### config.mk
export PLATFORM = sky130hd
export DESIGN_NAME = split_ripple_counter
export DESIGN_NICKNAME = d
export VERILOG_FILES = /design/src/rtl/split_counter_pkg.sv /design/src/rtl/split_counter_ctrl.sv /design/src/rtl/split_counter_datapath.sv /design/src/rtl/split_ripple_counter.sv
export SDC_FILE = /design/constraint.sdc
export NUM_CORES = 1
export LEC_CHECK = 0
export ABC_AREA = 1
export BUFFER_PORTS_ARGS = -buffer_cell sky130_fd_sc_hd__clkbuf_2
export CAP_MARGIN = 30
export CORE_AREA = 2 2 39 41
export CTS_BUF_LIST = sky130_fd_sc_hd__clkbuf_8
export DETAILED_ROUTE_END_ITERATION = 6
export DIE_AREA = 0 0 41 43
export PLACE_DENSITY_LB_ADDON = 0.1
export SLEW_MARGIN = 10
export SYNTH_ARGS = -nofsm -noshare
export SYNTH_HDL_FRONTEND = slang
export SYNTH_SLANG_ARGS = --single-unit
export TNS_END_PERCENT = 50
### constraint.sdc
create_clock -name clk -period 1.15 [get_ports clk]
set_clock_uncertainty 0.05 [all_clocks]
set_input_delay 0.115 -clock clk [delete_from_list [all_inputs] [get_ports clk]]
set_output_delay 0.115 -clock clk [all_outputs]
set_load 0.05 [all_outputs]
### src/rtl/split_counter_pkg.sv
package split_counter_pkg;
  localparam int LOW_W  = 1;
  localparam int HIGH_W = 3;
  localparam int CNT_W  = LOW_W + HIGH_W;

  typedef struct packed {
    logic clear;
    logic load;
    logic stepLow;
    logic stepHigh;
  } ctrlStrobes_t;
endpackage

### src/rtl/split_counter_ctrl.sv
module split_counter_ctrl
  import split_counter_pkg::*;
#(
  parameter int DATA_W = CNT_W
) (
  input  logic              clk,
  input  logic              sysRstN,
  input  logic              masterRstN,
  input  logic              loadN,
  input  logic [DATA_W-1:0] dataIn,
  input  logic              cpLow,
  input  logic              cpHigh,
  output ctrlStrobes_t      strobes,
  output logic [DATA_W-1:0] loadData
);
  localparam int NUM_CLK = 2;

  logic              rstSmp, loadSmp;
  logic [DATA_W-1:0] dataSmp;
  logic [NUM_CLK-1:0] clkNow, clkPrev, fallSeen;

  always_ff @(posedge clk) begin
    if (!sysRstN) begin
      rstSmp  <= 1'b0;
      loadSmp <= 1'b1;
      dataSmp <= '0;
    end else begin
      rstSmp  <= masterRstN;
      loadSmp <= loadN;
      dataSmp <= dataIn;
    end
  end

  for (genvar c = 0; c < NUM_CLK; c++) begin : g_edge
    logic rawClk;
    assign rawClk = (c == 0) ? cpLow : cpHigh;
    always_ff @(posedge clk) begin
      if (!sysRstN) begin
        clkNow[c]  <= 1'b0;
        clkPrev[c] <= 1'b0;
      end else begin
        clkNow[c]  <= rawClk;
        clkPrev[c] <= clkNow[c];
      end
    end
    assign fallSeen[c] = clkPrev[c] & ~clkNow[c];
  end

  always_comb begin
    strobes.clear    = ~rstSmp;
    strobes.load     = rstSmp & ~loadSmp;
    strobes.stepLow  = rstSmp & loadSmp & fallSeen[0];
    strobes.stepHigh = rstSmp & loadSmp & fallSeen[1];
  end

  assign loadData = dataSmp;

  AST_MODE_EXCLUSIVE: assert property (@(posedge clk) disable iff (!sysRstN)
    $onehot0({strobes.clear, strobes.load}));
  AST_STEP_MASKED: assert property (@(posedge clk) disable iff (!sysRstN)
    (strobes.clear || strobes.load) |-> !(strobes.stepLow || strobes.stepHigh));
endmodule

### src/rtl/split_counter_datapath.sv
module split_counter_datapath
  import split_counter_pkg::*;
#(
  parameter int LW = LOW_W,
  parameter int HW = HIGH_W
) (
  input  logic             clk,
  input  logic             sysRstN,
  input  ctrlStrobes_t     strobes,
  input  logic [LW+HW-1:0] loadData,
  output logic [LW+HW-1:0] q
);
  localparam int TOTAL_W = LW + HW;

  logic [LW-1:0] lowCnt;
  logic [HW-1:0] highCnt;

  always_ff @(posedge clk) begin
    if (!sysRstN || strobes.clear) begin
      lowCnt <= '0;
    end else if (strobes.load) begin
      lowCnt <= loadData[LW-1:0];
    end else if (strobes.stepLow) begin
      lowCnt <= lowCnt + 1'b1;
    end
  end

  always_ff @(posedge clk) begin
    if (!sysRstN || strobes.clear) begin
      highCnt <= '0;
    end else if (strobes.load) begin
      highCnt <= loadData[TOTAL_W-1:LW];
    end else if (strobes.stepHigh) begin
      highCnt <= highCnt + 1'b1;
    end
  end

  assign q = {highCnt, lowCnt};

  AST_CLEAR_ZERO: assert property (@(posedge clk) disable iff (!sysRstN)
    strobes.clear |=> (q == '0));
  AST_LOAD_TAKES: assert property (@(posedge clk) disable iff (!sysRstN)
    strobes.load |=> (q == $past(loadData)));
  AST_LOW_TOGGLE: assert property (@(posedge clk) disable iff (!sysRstN)
    (!strobes.clear && !strobes.load && strobes.stepLow) |=> (q[0] != $past(q[0])));
  AST_HIGH_WRAP: assert property (@(posedge clk) disable iff (!sysRstN)
    (!strobes.clear && !strobes.load && strobes.stepHigh && (highCnt == '1)) |=> (highCnt == '0));
  AST_IDLE_HOLD: assert property (@(posedge clk) disable iff (!sysRstN)
    (!strobes.clear && !strobes.load && !strobes.stepLow && !strobes.stepHigh) |=> $stable(q));
endmodule

### src/rtl/split_ripple_counter.sv
module split_ripple_counter
  import split_counter_pkg::*;
(
  input  logic             clk,
  input  logic             sysRstN,
  input  logic             masterRstN,
  input  logic             loadN,
  input  logic [CNT_W-1:0] dataIn,
  input  logic             cpLow,
  input  logic             cpHigh,
  output logic [CNT_W-1:0] q
);
  ctrlStrobes_t     strobes;
  logic [CNT_W-1:0] loadData;

  split_counter_ctrl #(.DATA_W(CNT_W)) u_ctrl (
    .clk(clk), .sysRstN(sysRstN), .masterRstN(masterRstN), .loadN(loadN),
    .dataIn(dataIn), .cpLow(cpLow), .cpHigh(cpHigh),
    .strobes(strobes), .loadData(loadData)
  );

  split_counter_datapath #(.LW(LOW_W), .HW(HIGH_W)) u_dp (
    .clk(clk), .sysRstN(sysRstN), .strobes(strobes),
    .loadData(loadData), .q(q)
  );
endmodule

# After elaboration in Yosys (flattened, before gate mapping)
# Cells that the tools add are included.
word_totals:
  regBits: 14
  input_bits: 10
  output_inout_bits: 4
  word_cells: 29
classes:
  n_addsub: 2
  muxes: 4
  bitwise: 10
  reduce_logical: 4
op_table:
  columns: ["operator", "n"]
  rows:
  - ["$and 1x1->1", 6]
  - ["$mux 3", 2]
  - ["$not 1->1", 4]
  - ["$reduce_bool 2->1", 2]
  - ["$add 3x1->3 const B", 1]
  - ["$mux 1", 2]
  - ["$add 1x1->1 const B", 1]
  - ["$logic_not 1->1", 1]
  - ["$logic_or 1x1->1", 1]

# Logic depth before layout (Yosys ltp)
# Gate-level depths: netlist (run 1).
logic_depth:
  ltp_word: 5
  ltp_mapped: 7
  mapped_depth_nobuf: 7

# Hierarchy
# A second synthesis (run 1) with hierarchy kept.
hier_totals:
  cells_unflattened: 78
  area_unflattened_um2: 564.3
by_module_without_submodules:
  columns: ["mod", "n_inst", "cells_each", "area_each_um2", "seq_area_each_um2"]
  rows:
  - ["split_counter_ctrl", 1, 40, 320.3, 200.2]
  - ["split_counter_datapath", 1, 38, 244.0, 80.1]

# Worst setup path before layout (run 1)
# No wires, ideal clock.
synth_timing:
  path_kind: "register to register"
  from: "register u_dp.highCnt[1]"
  to: "register u_dp.highCnt[2]"
  setup_ps: 118
  arrival_time_ps: 1176
  required_time_ps: 982
  setup_slack_ps: -194
  path_stages_with_launch: 7
  path_buffers: 0
  period_less_slack_ps: 1344
  cell_sequence: "dfxtp_1 ha_1 nand2_1 nand3_1 nand2_1 nor2_1 nor2_1"
synth_via:
  elab_chain_cells: 3
synth_rtl:
  columns: ["item", "line", "text"]
  rows:
  - ["start: declaration", "split_counter_datapath.sv:16", "logic [HW-1:0] highCnt;"]
  - ["start signal: assignment", "split_counter_datapath.sv:32", "highCnt <= loadData[TOTAL_W-1:LW];"]
  - ["start signal: assignment", "split_counter_datapath.sv:34", "highCnt <= highCnt + 1'b1;"]
  - ["$add 3x1->3", "split_counter_datapath.sv:34", null]
  - ["$mux 3", "split_counter_datapath.sv:33", "end else if (strobes.stepHigh) begin"]
  - ["$mux 3", "split_counter_datapath.sv:31", "end else if (strobes.load) begin"]
# Every way passes these cells. The select of a mux whose other input is x is not followed.
# A chain may end at the register's enable or synchronous reset.

# Worst setup path after layout (run 1)
layout_timing:
  from: "register u_dp.highCnt[2]"
  to: "output port q[3]"
layout_rtl:
  columns: ["item", "line", "text"]
  rows:
  - ["end: declaration", "split_ripple_counter.sv:11", "output logic [CNT_W-1:0] q"]
# No word-level cell between the ends.

==> summary.txt, run 1 <==
Synthesis
  • Yosys Warn Count: 0
  • Syn Area/Cell: 6.851 um^2
  • Synthesized instance count: 82
  • Ranking of synthesized cells by area: dfxtp_1 (50%), nand2_1 (18%), inv_1 (14%)
  • Yosys cell types: 12
  • Syn Nets: 93
  • Mapped cell area: around 560 um^2
  • Sequential share of the synthesized area: 49.89%
  • Yosys top cell area share: 49.89%
  • Area leader, netlist: dfxtp_1
  • Post-synthesis sequential element count: 14
  • Post-Synth Simple-Gate Area: 27.39%
  • Mux cell area share after synthesis: 0%
  • Synth Area in XOR/XNOR: 0%
  • Combinational family with the most area after synthesis: simple AND/OR/NAND/NOR gates
  • Adder-Cell Fraction of Synth Area: 2.227%
  • Complex-gate fraction of the synthesized area: 3.563%

Timing
  • Slew Limit Headroom: 81.77%
  • Highest achievable clock rate: 944.0 MHz
  • Worst setup margin: 0.09068 ns
  • RSZ-0062 raised after global routing: false
  • Setup TNS: 0 ns
  • Worst-Margin Slew: approximately 0.27 ns
  • Period minus WS final: 1.059 ns
  • Max Slew Vio Count: 0
  • Crit share post-route: 92.11%
  • Final setup violation count: 0
  • Hold Vio Cnt, Final: 0

Route
  • Routed vias: 502
  • Wirelength per Cell: 7.591 um
  • Drt total wl: 873 um
  • DRC Markers: 0
  • Routed vias/inst: 4.365
  • Drt pass-1 iters: 4
  • DRT iter0 DRCs: 7
  • Final antenna-violating net count: 0

Critical path
  • WP data arrival: 0.89 ns
  • Crit Path Max Fanout: 4
  • Setup CP Type: reg -> out
  • Cell depth of the worst setup path: 1
  • Setup crit start kind: register
  • Reg2Reg Depth: 7
  • Crit path largest cell delay: 0.36 ns
  • Crit path capture type: output pin
  • CP max stage cell: dfxtp_1
  • Top delay family on crit path: flip-flops
  • Crit path buf inv count: 1
  • RR Startpoint: u_dp.highCnt[0]
  • CP Launch Point: u_dp.highCnt[2]
  • Crit path cell chain: clkbuf_2
  • Worst EP required: 0.99 ns

Die
  • Die ar.: ~1800 um^2
  • Ports: 14
  • Row cnt: 14
  • Die width: 41 um
  • Die height: 43 um
  • Initial Utilization: ~40%
  • Core ar.: 1384 um^2

Clock tree
  • Root Buffer: clkbuf_8
  • H-tree depth: 1
  • Later-pin clock latency in the skew report: 0.24 ns
  • CTS tree: done
  • CTS Buffer Depth: 2
  • Clk sinks: 14
  • CTS Buf Count: 3
  • Clock slew at reported path FFs: 0.05 ns

GRT
  • Gr usage total: 13.82%
  • Largest net degree at the start of global routing: 12
  • First-pass GRT wire length: 1524 um
  • Antenna violations before repair: 0
  • GRT overflow: 0
  • Vias in the first global route: between 400 and 500

Power and ir drop
  • Leak: between 0.4 and 0.5 nW
  • Peak supply drop: 0.0009056 V
  • Power Dens Cells: 1370 nW/um^2

Job
  • Max cap viols: 0

Placement
  • DP Worst Slack: a little over 0.1 ns
  • Post-DP HPWL: 666.4 um
  • Buffers on Ports: 13
  • Placed cell area: around 640 um^2
  • Routability congestion estimate: 0.6471

Cells and area
  • ANT cells: 0
  • Layout overhead on the synthesized area: 26.95%
  • Cell area after layout: 713.2 um^2
  • Share of cells above drive strength 1: 20.20%
  • Nets: around 110

Worst hold path
  • Min-Delay Startpoint: dataIn[0]
  • Worst Hold Path Cells: 3
  • Path type of the worst min-delay path: in -> reg

Run status
  • Status: complete, no violations
==> sequential cells by signal, summed over array words and instances (netlist names) <==
register         count
u_dp.lowCnt          1
u_ctrl.loadData      4
u_ctrl.loadSmp       1
u_ctrl.clkNow        2
u_ctrl.rstSmp        1
u_dp.highCnt         3
u_ctrl.clkPrev       2
==> cell families (layout without fill, tap and decap cells) <==
family          Yosys count  after routing
compound gates            4              4
fa+ha+maj                 1              1
buf+inv                  24             41
flops                    14             14
simple gates             39             39
==> routing by layer <==
metal | share of wire, % | GRT usage (%) | vias up
met4 | 4.4 | 12.00 | 0
met3 | 8.4 | 6.283 | 4
met2 | 45 | 20.63 | 20
met5 | 0 | 0 | -
li1 | - | - | 268
met1 | 42 | 13.40 | 210
==> where the power goes <==
group / leakage [nW] / total, mW / internal [mW] / switching [mW]
clock network: 0.0216 / 0.388 / 0.231 / 0.157
registers: 0.117 / 0.512 / 0.502 / 0.0102
logic: 0.306 / 0.0761 / 0.0338 / 0.0423
total: 0.445 / 0.977 / 0.767 / 0.210
==> final cells by class <==
type / count / area (um^2)
Inverter: 22 / 82.58
Tap cell: 16 / 20.02
Sequential cell: 14 / 287.8
Timing Repair Buffer: 16 / 95.09
Multi-Input combinational cell: 44 / 186.4
Clock buffer: 3 / 41.29
Fill cell: 144 / 670.6
==> cells in the mapped netlist <==
cell,instances
nand2_1,27
inv_1,21
dfxtp_1,14
nor2_1,7
nand3_1,4
o21ai_0,3
a21oi_1,1
buf_2,1
buf_4,1
ha_1,1
inv_2,1
nand2_2,1
==> final timing paths <==
| check | end | slack [ns] |
|---|---|---|
| max reg2reg | u_dp.highCnt[2] | 0.11 |
| min reg2reg | u_ctrl.clkPrev[1] | 0.37 |
| min | u_ctrl.loadData[0] | 0.001 |
| max | q[3] | 0.09 |
==> metrics by stage <==
step	power, mW	hold WS [ns]	util [%]	instances
finish	0.9767	0.001097	51.54	115
global route	1.022	0.01559	51.54	115
CTS	0.9883	0.0004657	51.54	115
detailed placement	0.5924	0.2426	46.38	109
global placement	0.5902	0.2344	46.38	109
floorplan	0.5678	0.1498	-	82
==> what timing repair did <==
action	in CTS	in global routing
hold endpoints to repair	3	0
resized for setup	0	0
hold buffers	3	0
setup buffers	0	0
==> cell usage in the layout, fill, tap and decap left out <==
cell type and count:
dlygate4sd3_1 3, nor2_1 7, nand2_2 1, ha_1 1, clkbuf_8 3, dfxtp_4 2, a21oi_1 1, nand2_1 27
inv_2 1, inv_1 21, o21ai_0 3, clkbuf_2 13, nand3_1 4, dfxtp_1 12
(Power assumes the default switching activity.)
==> run 2: changes to the inputs <==
- RECOVER_POWER: unset -> 25
==> summary.txt, run 2 (synthesis results as in run 1) <==
GRT
  • GRT overflow: 0
  • First-pass GRT wire length: 1524 um
  • Largest net degree at the start of global routing: 12
  • Vias in the first global route: 425
  • Gr usage total: 13.82%
  • Antenna violations before repair: 0

Clock tree
  • CTS Buf Count: 3
  • Clock slew at reported path FFs: 0.05 ns
  • Post_cts resized: 0
  • CTS tree: done
  • H-tree depth: 1
  • Root Buffer: clkbuf_8
  • Clk sinks: 14
  • CTS Buffer Depth: 2
  • Later-pin clock latency in the skew report: 0.24 ns

Critical path
  • Setup crit start kind: register
  • WP data arrival: 0.89 ns
  • Crit path cell chain: clkbuf_2
  • RR Startpoint: u_dp.highCnt[0]
  • Setup CP Type: reg -> out
  • Crit path capture type: output pin
  • CP Launch Point: u_dp.highCnt[2]
  • Critical R2R Capture: u_dp.highCnt[2]
  • Crit path largest cell delay: between 0.3 and 0.4 ns
  • Crit Path Max Fanout: 4
  • Crit path buf inv count: 1
  • CP Capture Point: q[3]
  • Reg2Reg Depth: 7
  • Cell depth of the worst setup path: 1
  • CP max stage cell: dfxtp_1
  • Top delay family on crit path: flip-flops
  • Worst EP required: 0.99 ns
  • R2R Setup Slk: 0.10 ns

Route
  • Drt pass-1 iters: 4
  • Final antenna-violating net count: 0
  • Routed vias/inst: 4.330
  • Drt total wl: approximately 880 um
  • DRT iter0 DRCs: 7
  • Routed vias: roughly 500
  • Wirelength per Cell: 7.670 um
  • DRC Markers: 0

Die
  • Die ar.: ~1800 um^2
  • Die height: ~43 um
  • Die width: 41 um
  • Ports: 14
  • Core ar.: 1384 um^2
  • Initial Utilization: between 40% and 50%
  • Row cnt: 14

Placement
  • Buffers on Ports: 13
  • DP Worst Slack: 0.1027 ns
  • Post-DP HPWL: 666.4 um
  • Placed cell area: roughly 640 um^2
  • Cells after DPL: 109
  • Routability congestion estimate: about 0.65

Cells and area
  • Layout overhead on the synthesized area: 26.73%
  • Layout Cells excl Fill: ~120
  • Cell area after layout: 711.9 um^2
  • Share of cells above drive strength 1: 19.19%
  • ANT cells: 0
  • Leading cell type in the layout, fill and taps excluded: nand2_1
  • Nets: 112
  • Commonest non-fill, non-tap cells in the layout: nand2_1 (27), inv_1 (21), clkbuf_2 (12), dfxtp_1 (12), nor2_1 (7)
  • Max reg flops: 4

Power and ir drop
  • Power Dens Cells: approximately 1400 nW/um^2
  • Leak: between 0.4 and 0.5 nW
  • Peak supply drop: ~0.00091 V

Timing
  • Highest achievable clock rate: 944.5 MHz
  • Period minus WS final: 1.059 ns
  • Final setup violation count: 0
  • Slew Limit Headroom: 71.39%
  • Hold Vio Cnt, Final: 0
  • RSZ-0062 raised after global routing: false
  • Max Slew Vio Count: 0
  • Hold Worst Slack: ~0.0014 ns
  • Crit share post-route: 92.06%
  • Worst setup margin: 0.09129 ns
  • Setup TNS: 0 ns
  • Worst-Margin Slew: 0.4292 ns

Job
  • Max cap viols: 0

Run status
  • Status: complete, no violations

Worst hold path
  • Path type of the worst min-delay path: in -> reg
  • Worst Hold Path Cells: 3
## run 2: cell counts in the layout (fill, tap and decap cells not counted)
No cell type changed its count.
## run 2: worst min-delay path by stage
| stage | startpoint | end | slack, ns |
|---|---|---|---|
| global route | dataIn[0] | u_ctrl.loadData[0] | 0.02 |
| detailed placement | loadN | u_ctrl.loadSmp | 0.24 |
| global placement | loadN | u_ctrl.loadSmp | 0.23 |
| finish | dataIn[0] | u_ctrl.loadData[0] | 0.001 |
| CTS | dataIn[0] | u_ctrl.loadData[0] | 0.0005 |
| floorplan | loadN | u_ctrl.loadSmp | 0.15 |
## run 2: area by class of cell
type                    instances  area, um^2
multi-input cells              44       186.4
clock buffers                   3       41.29
inverters                      22       82.58
well taps                      16       20.02
repair buffers                 16       93.84
flip-flops and latches         14       287.8
fillers                       145       671.9
## run 2: routing by layer
metal | wire length, um | up-vias | track usage [%]
met1 | 388 | 206 | 13.40
met3 | 73 | 4 | 6.283
met2 | 381 | 20 | 20.63
met5 | 0 | - | 0
met4 | 38 | 0 | 12.00
li1 | - | 268 | -
## run 2: per-stage QoR
stage          util (%)  power [mW]
2_1_floorplan         -      0.5678
3_3_place_gp      46.38      0.5902
3_5_place_dp      46.38      0.5924
4_1_cts           51.54      0.9883
5_1_grt           51.45       1.022
6_report          51.45      0.9761
## run 2: worst min-delay path, stage by stage
cell,delay [ns]
clkbuf_2,0.07
nand2_1,0.04
inv_1,0.04
## run 2: repair_timing
item | in CTS | in global routing
buffers inserted | 0 | 0
hold buffers | 3 | 0
endpoints found under the hold margin | 3 | 0
## run 2: power breakdown
part           total [mW]  switching, mW  internal, mW
logic              0.0758         0.0424        0.0334
clock network       0.388          0.157         0.231
registers           0.512         0.0103         0.502
total               0.976          0.209         0.767
==> run 3: changes to the inputs <==
- SETUP_SLACK_MARGIN: unset -> 0.2
==> summary.txt, run 3 (synthesis results as in run 1) <==
Run status
  • Status: complete, no violations

Route
  • Drt pass-1 iters: 4
  • Routed vias: 500
  • Wirelength per Cell: 7.336 um
  • DRC Markers: 0
  • DRT iter0 DRCs: 6
  • Drt total wl: 851 um
  • Final antenna-violating net count: 0
  • Routed vias/inst: 4.310

Die
  • Die ar.: 1763 um^2
  • Initial Utilization: 40.60%
  • Die width: 41 um
  • Core ar.: around 1400 um^2
  • Ports: 14
  • Die height: 43 um
  • Row cnt: 14

Power and ir drop
  • Switch Pwr: roughly 210 uW
  • Comb power frac: 8.3%
  • Switching part of the total: 21.54%
  • Sequential Power Share: 52.1%
  • Cell internal pwr: 772.6 uW
  • Clk pwr share: 39.6%
  • Leak: 0.4540 nW
  • Final Power: approximately 980 uW
  • Peak supply drop: 0.0007443 V
  • Power Dens Cells: 1276 nW/um^2

GRT
  • GRT overflow: 0
  • First-pass GRT wire length: 1593 um
  • Largest net degree at the start of global routing: 12
  • Antenna violations before repair: 0
  • Gr usage total: 13.49%
  • Vias in the first global route: 448

Clock tree
  • Clk sinks: 14
  • CTS Buf Count: 3
  • Clock slew at reported path FFs: ~0.060 ns
  • CTS Buffer Depth: 2
  • CTS tree: done
  • Root Buffer: clkbuf_8
  • H-tree depth: 1
  • Later-pin clock latency in the skew report: 0.24 ns

Timing
  • Period minus WS final: 1.000 ns
  • Final setup violation count: 0
  • Crit share post-route: about 87%
  • RSZ-0062 raised after global routing: true
  • Hold Vio Cnt, Final: 0
  • Worst-Margin Slew: 0.4408 ns
  • Max Slew Vio Count: 0
  • Highest achievable clock rate: 999.5 MHz
  • Hold Worst Slack: 0.002968 ns
  • Setup TNS: 0 ns
  • Slew Limit Headroom: between 70% and 80%

Critical path
  • Setup CP Type: reg -> reg
  • CP max stage cell: dfxtp_4
  • Crit path largest cell delay: 0.35 ns
  • R2R Setup Slk: between 0.1 and 0.15 ns
  • WP data arrival: 1.08 ns
  • RR Startpoint: u_dp.highCnt[0]
  • Setup crit start kind: register
  • Reg2Reg Depth: 7
  • Crit Path Max Fanout: 3
  • Crit path buf inv count: 1
  • Top delay family on crit path: flip-flops
  • Worst EP required: 1.23 ns
  • Crit path cell chain: ha_4, inv_2, nand2_1, nand3_1, nand2_1, nor2_1, nor2_1
  • Critical R2R Capture: u_dp.highCnt[2]
  • Crit path capture type: register

Worst hold path
  • Hold EP: u_ctrl.loadData[1]
  • Min-Delay Startpoint: dataIn[1]
  • Path type of the worst min-delay path: in -> reg
  • Worst Hold Path Cells: 3

Cells and area
  • Leading cell type in the layout, fill and taps excluded: nand2_1
  • Final Core Density: 55.79%
  • Layout overhead on the synthesized area: 37.42%
  • Fill count: 137
  • Nets: around 110
  • ANT cells: 0
  • Share of cells above drive strength 1: 32.00%
  • Max reg flops: 4
  • Cell area after layout: 772.0 um^2
  • Commonest non-fill, non-tap cells in the layout: nand2_1 (25), inv_1 (19), clkbuf_2 (8), dfxtp_1 (7), nor2_1 (6)

Job
  • Max cap viols: 0

Placement
  • Post-DP HPWL: 643 um
  • Placed cell area: 655.6 um^2
  • Routability congestion estimate: approximately 0.67
  • Buffers on Ports: 13
==> run 3: changes by cell type in the layout (fill, tap and decap cells not counted), sizes merged <==
cell / before / now
dlygate4sd3: 3 / 2
buf: 0 / 1
inv: 22 / 23
==> run 3: what timing repair did <==
action | CTS | global route
endpoints found under the hold margin | 2 | 0
pin swaps | 0 | 10
gates cloned | 0 | 0
hold buffers | 2 | 0
resized for setup | 7 | 12
buffers inserted | 0 | 1
setup endpoints to repair | 6 | 7
==> run 3: power by group through the flow <==
stage          Combinational (mW)  Clock, mW  Sequential (mW)
5_1_grt                    0.0955      0.431            0.515
6_report                   0.0813      0.390            0.513
3_5_place_dp               0.0692          0            0.524
4_1_cts                    0.0766      0.402            0.513
2_1_floorplan              0.0404          0            0.529
3_3_place_gp               0.0689          0            0.523
==> run 3: layout make-up <==
| type | instances | area, um^2 | area share [%] |
|---|---|---|---|
| Multi-Input combinational cell | 44 | 211.5 | 27.39 |
| Inverter | 22 | 82.58 | 10.70 |
| Sequential cell | 14 | 299.0 | 38.74 |
| Clock inverter | 1 | 3.754 | 0.4862 |
| Timing Repair Buffer | 16 | 113.9 | 14.75 |
| Tap cell | 16 | 20.02 | 2.593 |
| Clock buffer | 3 | 41.29 | 5.348 |
==> run 3: how the worst max path moves through the flow <==
stage / startpoint / endpoint / cells past startpoint
detailed placement: u_dp.highCnt[1] / u_dp.highCnt[2] / 7
global placement: u_dp.highCnt[1] / u_dp.highCnt[2] / 7
finish: u_dp.highCnt[0] / u_dp.highCnt[2] / 7
CTS: u_dp.highCnt[1] / u_dp.highCnt[2] / 7
floorplan: u_dp.highCnt[1] / u_dp.highCnt[2] / 7
global route: u_dp.highCnt[0] / u_dp.highCnt[2] / 7
==> run 3: worst reg2reg max path, cell delays in order, from the launching register on <==
cell and delay [ns]:
dfxtp_4 0.35, ha_4 0.16, inv_2 0.04, nand2_1 0.04
nand3_1 0.06, nand2_1 0.05, nor2_1 0.09, nor2_1 0.05
==> run 3: through the flow <==
step           cells  setup WS [ns]
2_1_floorplan     82         0.1216
3_3_place_gp     109         0.1844
3_5_place_dp     109         0.1548
4_1_cts          115         0.1463
5_1_grt          116        0.04210
6_report         116         0.1495
==> run 3: routing by layer <==
metal | global-route usage (%) | share of wire (%)
met5 | 0 | 0
met4 | 8.000 | 1.6
met3 | 6.283 | 6.0
met2 | 20.00 | 47
met1 | 14.95 | 45
